==> src/rtl/mul_pkg.sv <==
package mul_pkg;
  typedef enum logic [1:0] {
    ST_IDLE = 2'd0,
    ST_RUN  = 2'd1,
    ST_DONE = 2'd2
  } mul_state_e;
endpackage

==> src/rtl/mul_ctrl.sv <==
module mul_ctrl
  import mul_pkg::*;
#(
  parameter int N = 4
) (
  input  logic clk_i,
  input  logic rst_ni,
  input  logic start_i,
  output logic load_o,
  output logic step_o,
  output logic busy_o,
  output logic done_o
);
  localparam int CW = $clog2(N + 1);
  localparam logic [CW-1:0] LAST = CW'(N - 1);

  mul_state_e state_q, state_d;
  logic [CW-1:0] cnt_q, cnt_d;

  always_comb begin
    state_d = state_q;
    cnt_d   = cnt_q;
    load_o  = 1'b0;
    step_o  = 1'b0;
    unique case (state_q)
      ST_RUN: begin
        step_o = 1'b1;
        cnt_d  = cnt_q + CW'(1);
        if (cnt_q == LAST) state_d = ST_DONE;
      end
      default: begin
        // start ignored only while running
        if (start_i) begin
          load_o  = 1'b1;
          cnt_d   = '0;
          state_d = ST_RUN;
        end
      end
    endcase
  end

  always_ff @(posedge clk_i or negedge rst_ni) begin
    if (!rst_ni) begin
      state_q <= ST_IDLE;
      cnt_q   <= '0;
    end else begin
      state_q <= state_d;
      cnt_q   <= cnt_d;
    end
  end

  assign busy_o = (state_q == ST_RUN);
  assign done_o = (state_q == ST_DONE);

  p_busy_done_excl_r5: assert property (@(posedge clk_i) disable iff (!rst_ni)
    !(busy_o && done_o));
  p_done_after_run_r5: assert property (@(posedge clk_i) disable iff (!rst_ni)
    busy_o && cnt_q == LAST |=> done_o);
  p_done_hold_r7: assert property (@(posedge clk_i) disable iff (!rst_ni)
    done_o && !start_i |=> done_o);
  p_start_ignored_r8: assert property (@(posedge clk_i) disable iff (!rst_ni)
    busy_o && start_i && cnt_q != LAST |=> busy_o && !done_o);
  p_restart_r9: assert property (@(posedge clk_i) disable iff (!rst_ni)
    done_o && start_i |=> busy_o);
endmodule

==> src/rtl/mul_dp.sv <==
module mul_dp #(
  parameter int N = 4
) (
  input  logic           clk_i,
  input  logic           rst_ni,
  input  logic           load_i,
  input  logic           step_i,
  input  logic [N-1:0]   mcand_i,
  input  logic [N-1:0]   mplier_i,
  output logic [2*N-1:0] product_o
);
  logic [N:0]   acc_q;
  logic [N-1:0] mc_q, mp_q;
  logic [N:0]   sum;

  // carry lands in acc bit N
  always_comb sum = mp_q[0] ? ({1'b0, acc_q[N-1:0]} + {1'b0, mc_q}) : acc_q;

  always_ff @(posedge clk_i or negedge rst_ni) begin
    if (!rst_ni) begin
      acc_q <= '0;
      mc_q  <= '0;
      mp_q  <= '0;
    end else if (load_i) begin
      acc_q <= '0;
      mc_q  <= mcand_i;
      mp_q  <= mplier_i;
    end else if (step_i) begin
      acc_q <= {1'b0, sum[N:1]};
      mp_q  <= {sum[0], mp_q[N-1:1]};
    end
  end

  assign product_o = {acc_q[N-1:0], mp_q};

  p_load_clear_r2: assert property (@(posedge clk_i) disable iff (!rst_ni)
    load_i |=> acc_q == '0 && mp_q == $past(mplier_i) && mc_q == $past(mcand_i));
  p_skip_add_r4: assert property (@(posedge clk_i) disable iff (!rst_ni)
    step_i && !mp_q[0] |=> acc_q == ($past(acc_q) >> 1));
  p_mcand_stable_r8: assert property (@(posedge clk_i) disable iff (!rst_ni)
    step_i |=> $stable(mc_q));
endmodule

==> src/rtl/mul_shift_add.sv <==
module mul_shift_add #(
  parameter int N = 4
) (
  input  logic           clk_i,
  input  logic           rst_ni,
  input  logic           start_i,
  input  logic [N-1:0]   multiplicand_i,
  input  logic [N-1:0]   multiplier_i,
  output logic [2*N-1:0] product_o,
  output logic           busy_o,
  output logic           done_o
);
  logic load, step;

  mul_ctrl #(.N(N)) u_ctrl (
    .clk_i  (clk_i),
    .rst_ni (rst_ni),
    .start_i(start_i),
    .load_o (load),
    .step_o (step),
    .busy_o (busy_o),
    .done_o (done_o)
  );

  mul_dp #(.N(N)) u_dp (
    .clk_i    (clk_i),
    .rst_ni   (rst_ni),
    .load_i   (load),
    .step_i   (step),
    .mcand_i  (multiplicand_i),
    .mplier_i (multiplier_i),
    .product_o(product_o)
  );

  p_product_hold_r7: assert property (@(posedge clk_i) disable iff (!rst_ni)
    done_o && !start_i |=> $stable(product_o));
endmodule

==> config.mk <==
export PLATFORM = sky130hd
export DESIGN_NAME = mul_shift_add
export DESIGN_NICKNAME = d
export VERILOG_FILES = /design/src/rtl/mul_pkg.sv /design/src/rtl/mul_ctrl.sv /design/src/rtl/mul_dp.sv /design/src/rtl/mul_shift_add.sv
export SDC_FILE = /design/constraint.sdc
export NUM_CORES = 1
export LEC_CHECK = 0
export BUFFER_PORTS_ARGS = -buffer_cell sky130_fd_sc_hd__buf_2
export CAP_MARGIN = 40
export CORE_MARGIN = 4
export CORE_UTILIZATION = 52
export DETAILED_ROUTE_END_ITERATION = 10
export PLACE_DENSITY = 0.77
export SYNTH_ARGS = -nofsm -noshare
export SYNTH_HDL_FRONTEND = slang
export SYNTH_HIERARCHICAL = 1
export SYNTH_SLANG_ARGS = --single-unit
export TNS_END_PERCENT = 30
==> constraint.sdc <==
create_clock -name clk_i -period 1.87 [get_ports clk_i]
set_input_delay 0.2805 -clock clk_i [delete_from_list [all_inputs] [get_ports clk_i]]
set_output_delay 0.2805 -clock clk_i [all_outputs]
set_load 0.03 [all_outputs]
; Word-level counts from Yosys, hierarchy flattened
; Index checks and enable logic that the tools add are counted.
[totals]
ff_bits = 18
latchBits = 0
ramBits = 0
mem_bits_ro = 0
output_inout_bits = 10
elab_cells = 27
n_memories = 0
[op_classes]
add_sub_neg = 2
mul = 0
n_div = 0
magnitude_cmp = 0
n_eq_ne = 4
shift = 0
n_mux = 13
bitwise = 0
n_reduce_logical = 3
[op_table]
columns = operator, count
row1 = $mux W5, 3
row2 = $mux W4, 2
row3 = $mux W2, 3
row4 = $mux W3, 2
row5 = $add A4 B4 Y5, 1
row6 = $reduce_bool A2 Y1, 2
row7 = $add A3 B1 Y3 const B, 1
row8 = $eq A3 B2 Y1 const B, 1
row9 = $mux W1, 3
row10 = $eq A2 B1 Y1 const B, 1
row11 = $eq A2 B2 Y1 const B, 1
row12 = $ne A2 B1 Y1 const B, 1
row13 = $reduce_and A2 Y1, 1

; Logic depth before layout (Yosys ltp)
[depth]
ltp_word = 4
depth_mapped = 8
depth_no_buf = 7

; By module
; Netlist, hierarchy kept.
[modules_own_cells]
columns = module, instances, cells_per_inst, area_each_um2, seq_area_each_um2
row1 = mul_dp, 1, 65, 710.7, 300.3
row2 = mul_ctrl, 1, 23, 266.5, 125.1

; Worst setup path before layout
; No wires, ideal clock.
[synth_timing]
path_type = reg-to-reg
from = register u_dp.acc_q[0]
to = register u_dp.acc_q[0]
t_arrival_ns = 1.657
required_ns = 1.783
setup_slack_ns = 0.127
stages_incl_launch_ff = 6
cell_sequence = dfrtp_1 ha_1 inv_1 fa_1 mux2_4 a211oi_2
[synth_between]
elab_chain_len = 4
[synth_lines]
columns = element, line
row1 = start: declaration, mul_dp.sv:12  ; logic [N:0] acc_q;
row2 = start signal: assignment, mul_dp.sv:29  ; acc_q <= {1'b0, sum[N:1]};
row3 = $add A4 B4 Y5, mul_dp.sv:17  ; always_comb sum = mp_q[0] ? ({1'b0, acc_q[N-1:0]} + {1'b0, mc_q}) : acc_q;
row4 = $mux W5, mul_dp.sv:17
row5 = $mux W5, mul_dp.sv:28  ; end else if (step_i) begin
row6 = $mux W5, mul_dp.sv:24  ; end else if (load_i) begin
; No other way between the ends. The select of a mux whose other input is x is not followed.
; A chain may end at the register's enable or synchronous reset.

; Worst setup path after layout
; Ends and elaborated chain as after synthesis.

==> results.py <==
metrics = {
    "setup_path": {
        "crit_family": "adder cells",
        "timing.critical_path.buf_inv": 1,
        "critical_path.cell_chain": "ha_1 -> inv_1 -> fa_1 -> mux2_4 -> a211oi_2",
        "cpMaxStageDelayCell": "sky130_fd_sc_hd__dfrtp_1",
        "required_time_at_the_endpoint_of_the_critical_path_ns": 2.08,
        "worst-path-max-fanout": 4,
        "worst_path_class_setup": "reg -> reg",
        "crit_path_start_kind": "register",
        "timing.critical_path.arrival_ns": 1.92,
        "setup.worst_path.end_class": "register",
        "critical_path.max_stage_delay_ns": 0.42,
    },
    "floorplan": {
        "die_h_microns": 51.4,
        "core_area_sq_um": 1750,
        "initial_utilization_pct": 56.0,
        "rows": 15,
        "area_of_the_die_sq_um": 2640,
        "floorplan.die.width_microns": 51.4,
        "ios": 21,
    },
    "synthesis": {
        "ys_seq_area_share_pct": 43.5,
        "synthesis.area_per_instance_sq_um": 11.1,
        "postSynthNetCount": 106,
        "synth_top_area_share_pct": 43.5,
        "yosys_warnings": 6,
        "yosysTopAreaCell": "sky130_fd_sc_hd__dfrtp_1",
        "netlist_top_cells_area": "sky130_fd_sc_hd__dfrtp_1, sky130_fd_sc_hd__ha_1, sky130_fd_sc_hd__mux2i_1",
        "syn-cell-area_sq_um": 977,
        "ys_ff_latch": 17,
        "yosysUniqueCellTypes": 30,
        "synth_cells": 88,
    },
    "sta": {
        "period_share_pct": 91.4,
        "slew_viol_final": 0,
        "max-slew-margin-rel_pct": 75.1,
        "clock.fmax_mhz": 585,
        "setup_total_negative_slack_ns": 0,
        "finalSetupViolCount": 0,
        "worstMarginPinSlew_ns": 0.374,
        "final_hold_viol_count": 0,
        "rsz0062_at_grt": "no",
        "final.setup_skew_ns": 0.00179,
        "timing.final.crit_period_ns": 1.71,
    },
    "place": {
        "placed_cell_area_sq_um": 1070,
        "place_hpwl_mm": 1.37,
        "post-place-cells": 130,
        "gp_congestion": 0.792,
        "portBuffers": 20,
    },
    "pwr": {
        "seqPwrFrac_pct": 31.8,
        "cell_internal_pwr_mw": 1.25,
        "combPwrFrac_pct": 59.4,
        "power_per_cell_area_nw_per_um2": 2060,
        "clock_power_share_pct": 8.8,
        "cellLeakagePower_nw": 0.551,
        "max-vdd-ir-drop_uv": 911,
        "sw_power_mw": 1.03,
        "switching_share_pct": 45.1,
    },
    "grt": {
        "antenna_violations_before_repair": 0,
        "wire_length_of_the_first_global_routing_pass_mm": 3.09,
        "grt-ovfl-total": 0,
        "grt_max_degree": 19,
        "first_global_vias": 679,
        "track_usage_pct": 16.3,
    },
    "routing": {
        "drtAntennaViolNets": 0,
        "dr.pass1.iters": 4,
        "route.final.wire_length_mm": 1.84,
        "drtIter0Drc": 11,
        "post-route-drc-count": 0,
        "num_vias": 688,
        "avgRoutedWirePerCell_microns": 13.6,
        "avgViaCountPerCell": 5.10,
    },
    "cells_and_area": {
        "layout.cells.most_common": "sky130_fd_sc_hd__buf_2",
        "fin_area_sq_um": 1100,
        "most-common-layout-cells": "sky130_fd_sc_hd__buf_2, sky130_fd_sc_hd__dfrtp_1, sky130_fd_sc_hd__o21ai_0, sky130_fd_sc_hd__mux2i_1",
        "final_net_count": 129,
        "synthToLayoutAreaGrowth_pct": 12.8,
        "layoutNonFillerInstCount": 135,
        "n_antenna_cell": 0,
        "final_layout_size_suffix_gt1_share_pct": 32.7,
    },
    "clock_tree": {
        "cts_buffer_depth": 2,
        "cts.sink_count": 17,
        "numCtsBuffers": 3,
        "post_cts.resized_instances": 0,
        "clock_insertion_delay_worst_skew_ns": 0.29,
        "cts_clk_pin_slew_worst_paths_ns": 0.10,
        "h-tree-depth": 1,
        "ctsRootBufferMaster": "sky130_fd_sc_hd__clkbuf_4",
        "post-cts-setup-buffers": 0,
        "cts_tree": "done",
    },
    "min_path": {
        "worst_min_delay_path_class": "in -> reg",
    },
    "status": {
        "status": "finished clean",
    },
    "job": {
        "maxCapViolCount": 0,
    },
}
power groups by stage:
stage	clock network, mW	registers [mW]	logic (mW)
final	0.201	0.723	1.35
after global placement	0	0.714	1.29
after CTS	0.207	0.726	1.36
after detailed placement	0	0.731	1.35
after global routing	0.225	0.753	1.48
after floorplan	0	0.843	1.01
worst paths after layout:
kind	startpoint	endpoint	slack (ns)	depth (start not counted)
worst min register to register	u_ctrl/cnt_q[0]	u_ctrl/cnt_q[0]	0.50	1
max in group asynchronous	rst_ni	u_dp/acc_q[3]	1.18	2
worst min-delay path	multiplicand_i[1]	u_dp/mc_q[1]	0.18	3
min in group asynchronous	rst_ni	u_ctrl/cnt_q[1]	0.42	2
worst max-delay path	u_dp/acc_q[0]	u_dp/acc_q[0]	0.16	5
worst max register to register	u_dp/acc_q[0]	u_dp/acc_q[0]	0.16	5
sequential cells by signal, indices dropped and copies added (netlist names):
signal,flops
u_dp/acc_q,4
u_dp/mc_q,4
u_dp/mp_q,4
u_ctrl/cnt_q,3
u_ctrl/state_q,2
through the flow:
step / worst slack [ns] / utilization [%] / hold slack, ns / power (mW)
2_1_floorplan: 0.127 / - / -0.0151 / 1.85
3_3_place_gp: 0.266 / 61.1 / 0.218 / 2.01
3_5_place_dp: 0.177 / 61.1 / 0.223 / 2.09
4_1_cts: 0.149 / 63.2 / 0.183 / 2.30
5_1_grt: 0.0655 / 63.2 / 0.196 / 2.46
6_report: 0.160 / 63.2 / 0.185 / 2.28
layout make-up:
| cell class | instances | area, sq um |
|---|---|---|
| Fill cell | 148 | 643 |
| Clock buffer | 4 | 26.3 |
| Timing Repair Buffer | 24 | 133 |
| Multi-Input combinational cell | 58 | 460 |
| Inverter | 7 | 26.3 |
| Tap cell | 25 | 31.3 |
| Sequential cell | 17 | 425 |
cells in the mapped netlist:
cell type / count
sky130_fd_sc_hd__nand2_2: 1
sky130_fd_sc_hd__a211oi_1: 1
sky130_fd_sc_hd__inv_1: 6
sky130_fd_sc_hd__fa_1: 1
sky130_fd_sc_hd__a21o_1: 1
sky130_fd_sc_hd__mux2_4: 2
sky130_fd_sc_hd__buf_4: 2
sky130_fd_sc_hd__nor2_1: 4
sky130_fd_sc_hd__nand2_1: 6
sky130_fd_sc_hd__inv_2: 1
sky130_fd_sc_hd__o21a_1: 1
sky130_fd_sc_hd__a21oi_1: 3
sky130_fd_sc_hd__ha_1: 6
sky130_fd_sc_hd__mux2i_1: 7
sky130_fd_sc_hd__a211oi_2: 1
sky130_fd_sc_hd__a31oi_1: 1
sky130_fd_sc_hd__buf_6: 2
sky130_fd_sc_hd__nand4_1: 1
sky130_fd_sc_hd__dfrtp_1: 17
sky130_fd_sc_hd__o211ai_1: 1
sky130_fd_sc_hd__o21ai_0: 8
sky130_fd_sc_hd__clkbuf_8: 2
sky130_fd_sc_hd__nand2b_4: 1
sky130_fd_sc_hd__and2b_2: 1
sky130_fd_sc_hd__nand2b_1: 3
sky130_fd_sc_hd__a22o_1: 1
sky130_fd_sc_hd__or3_1: 1
sky130_fd_sc_hd__mux2_2: 3
sky130_fd_sc_hd__nor2b_1: 2
sky130_fd_sc_hd__xnor2_1: 1
cells by family (layout without fill, tap and decap cells):
kind of cell | count (synthesis) | after routing | share of synthesized area (%)
compound gates | 18 | 18 | 11.5
xor+xnor | 1 | 1 | 0.896
fa+ha+maj | 7 | 7 | 9.73
buf+inv | 13 | 35 | 9.35
flops | 17 | 17 | 43.5
mux | 12 | 12 | 13.7
simple gates | 20 | 20 | 11.3
worst min-delay path, delay by kind of cell:
kind	cells	cell delay, ns
compound gates	1	0.05
buf+inv	1	0.07
simple gates	1	0.04
what timing repair did:
action	CTS	global route
endpoints found under the hold margin	17	0
hold buffers	1	0
setup endpoints to repair	0	0
routing by layer:
layer / GRT usage, % / vias up / share of wire (%)
met2: 27.7 / 14 / 49
met5: 0 / - / 0
met4: 9.17 / 0 / 1.8
met1: 19.0 / 328 / 45
li1: - / 342 / -
met3: 3.50 / 4 / 3.9
Power figures use the tool's default switching activity.
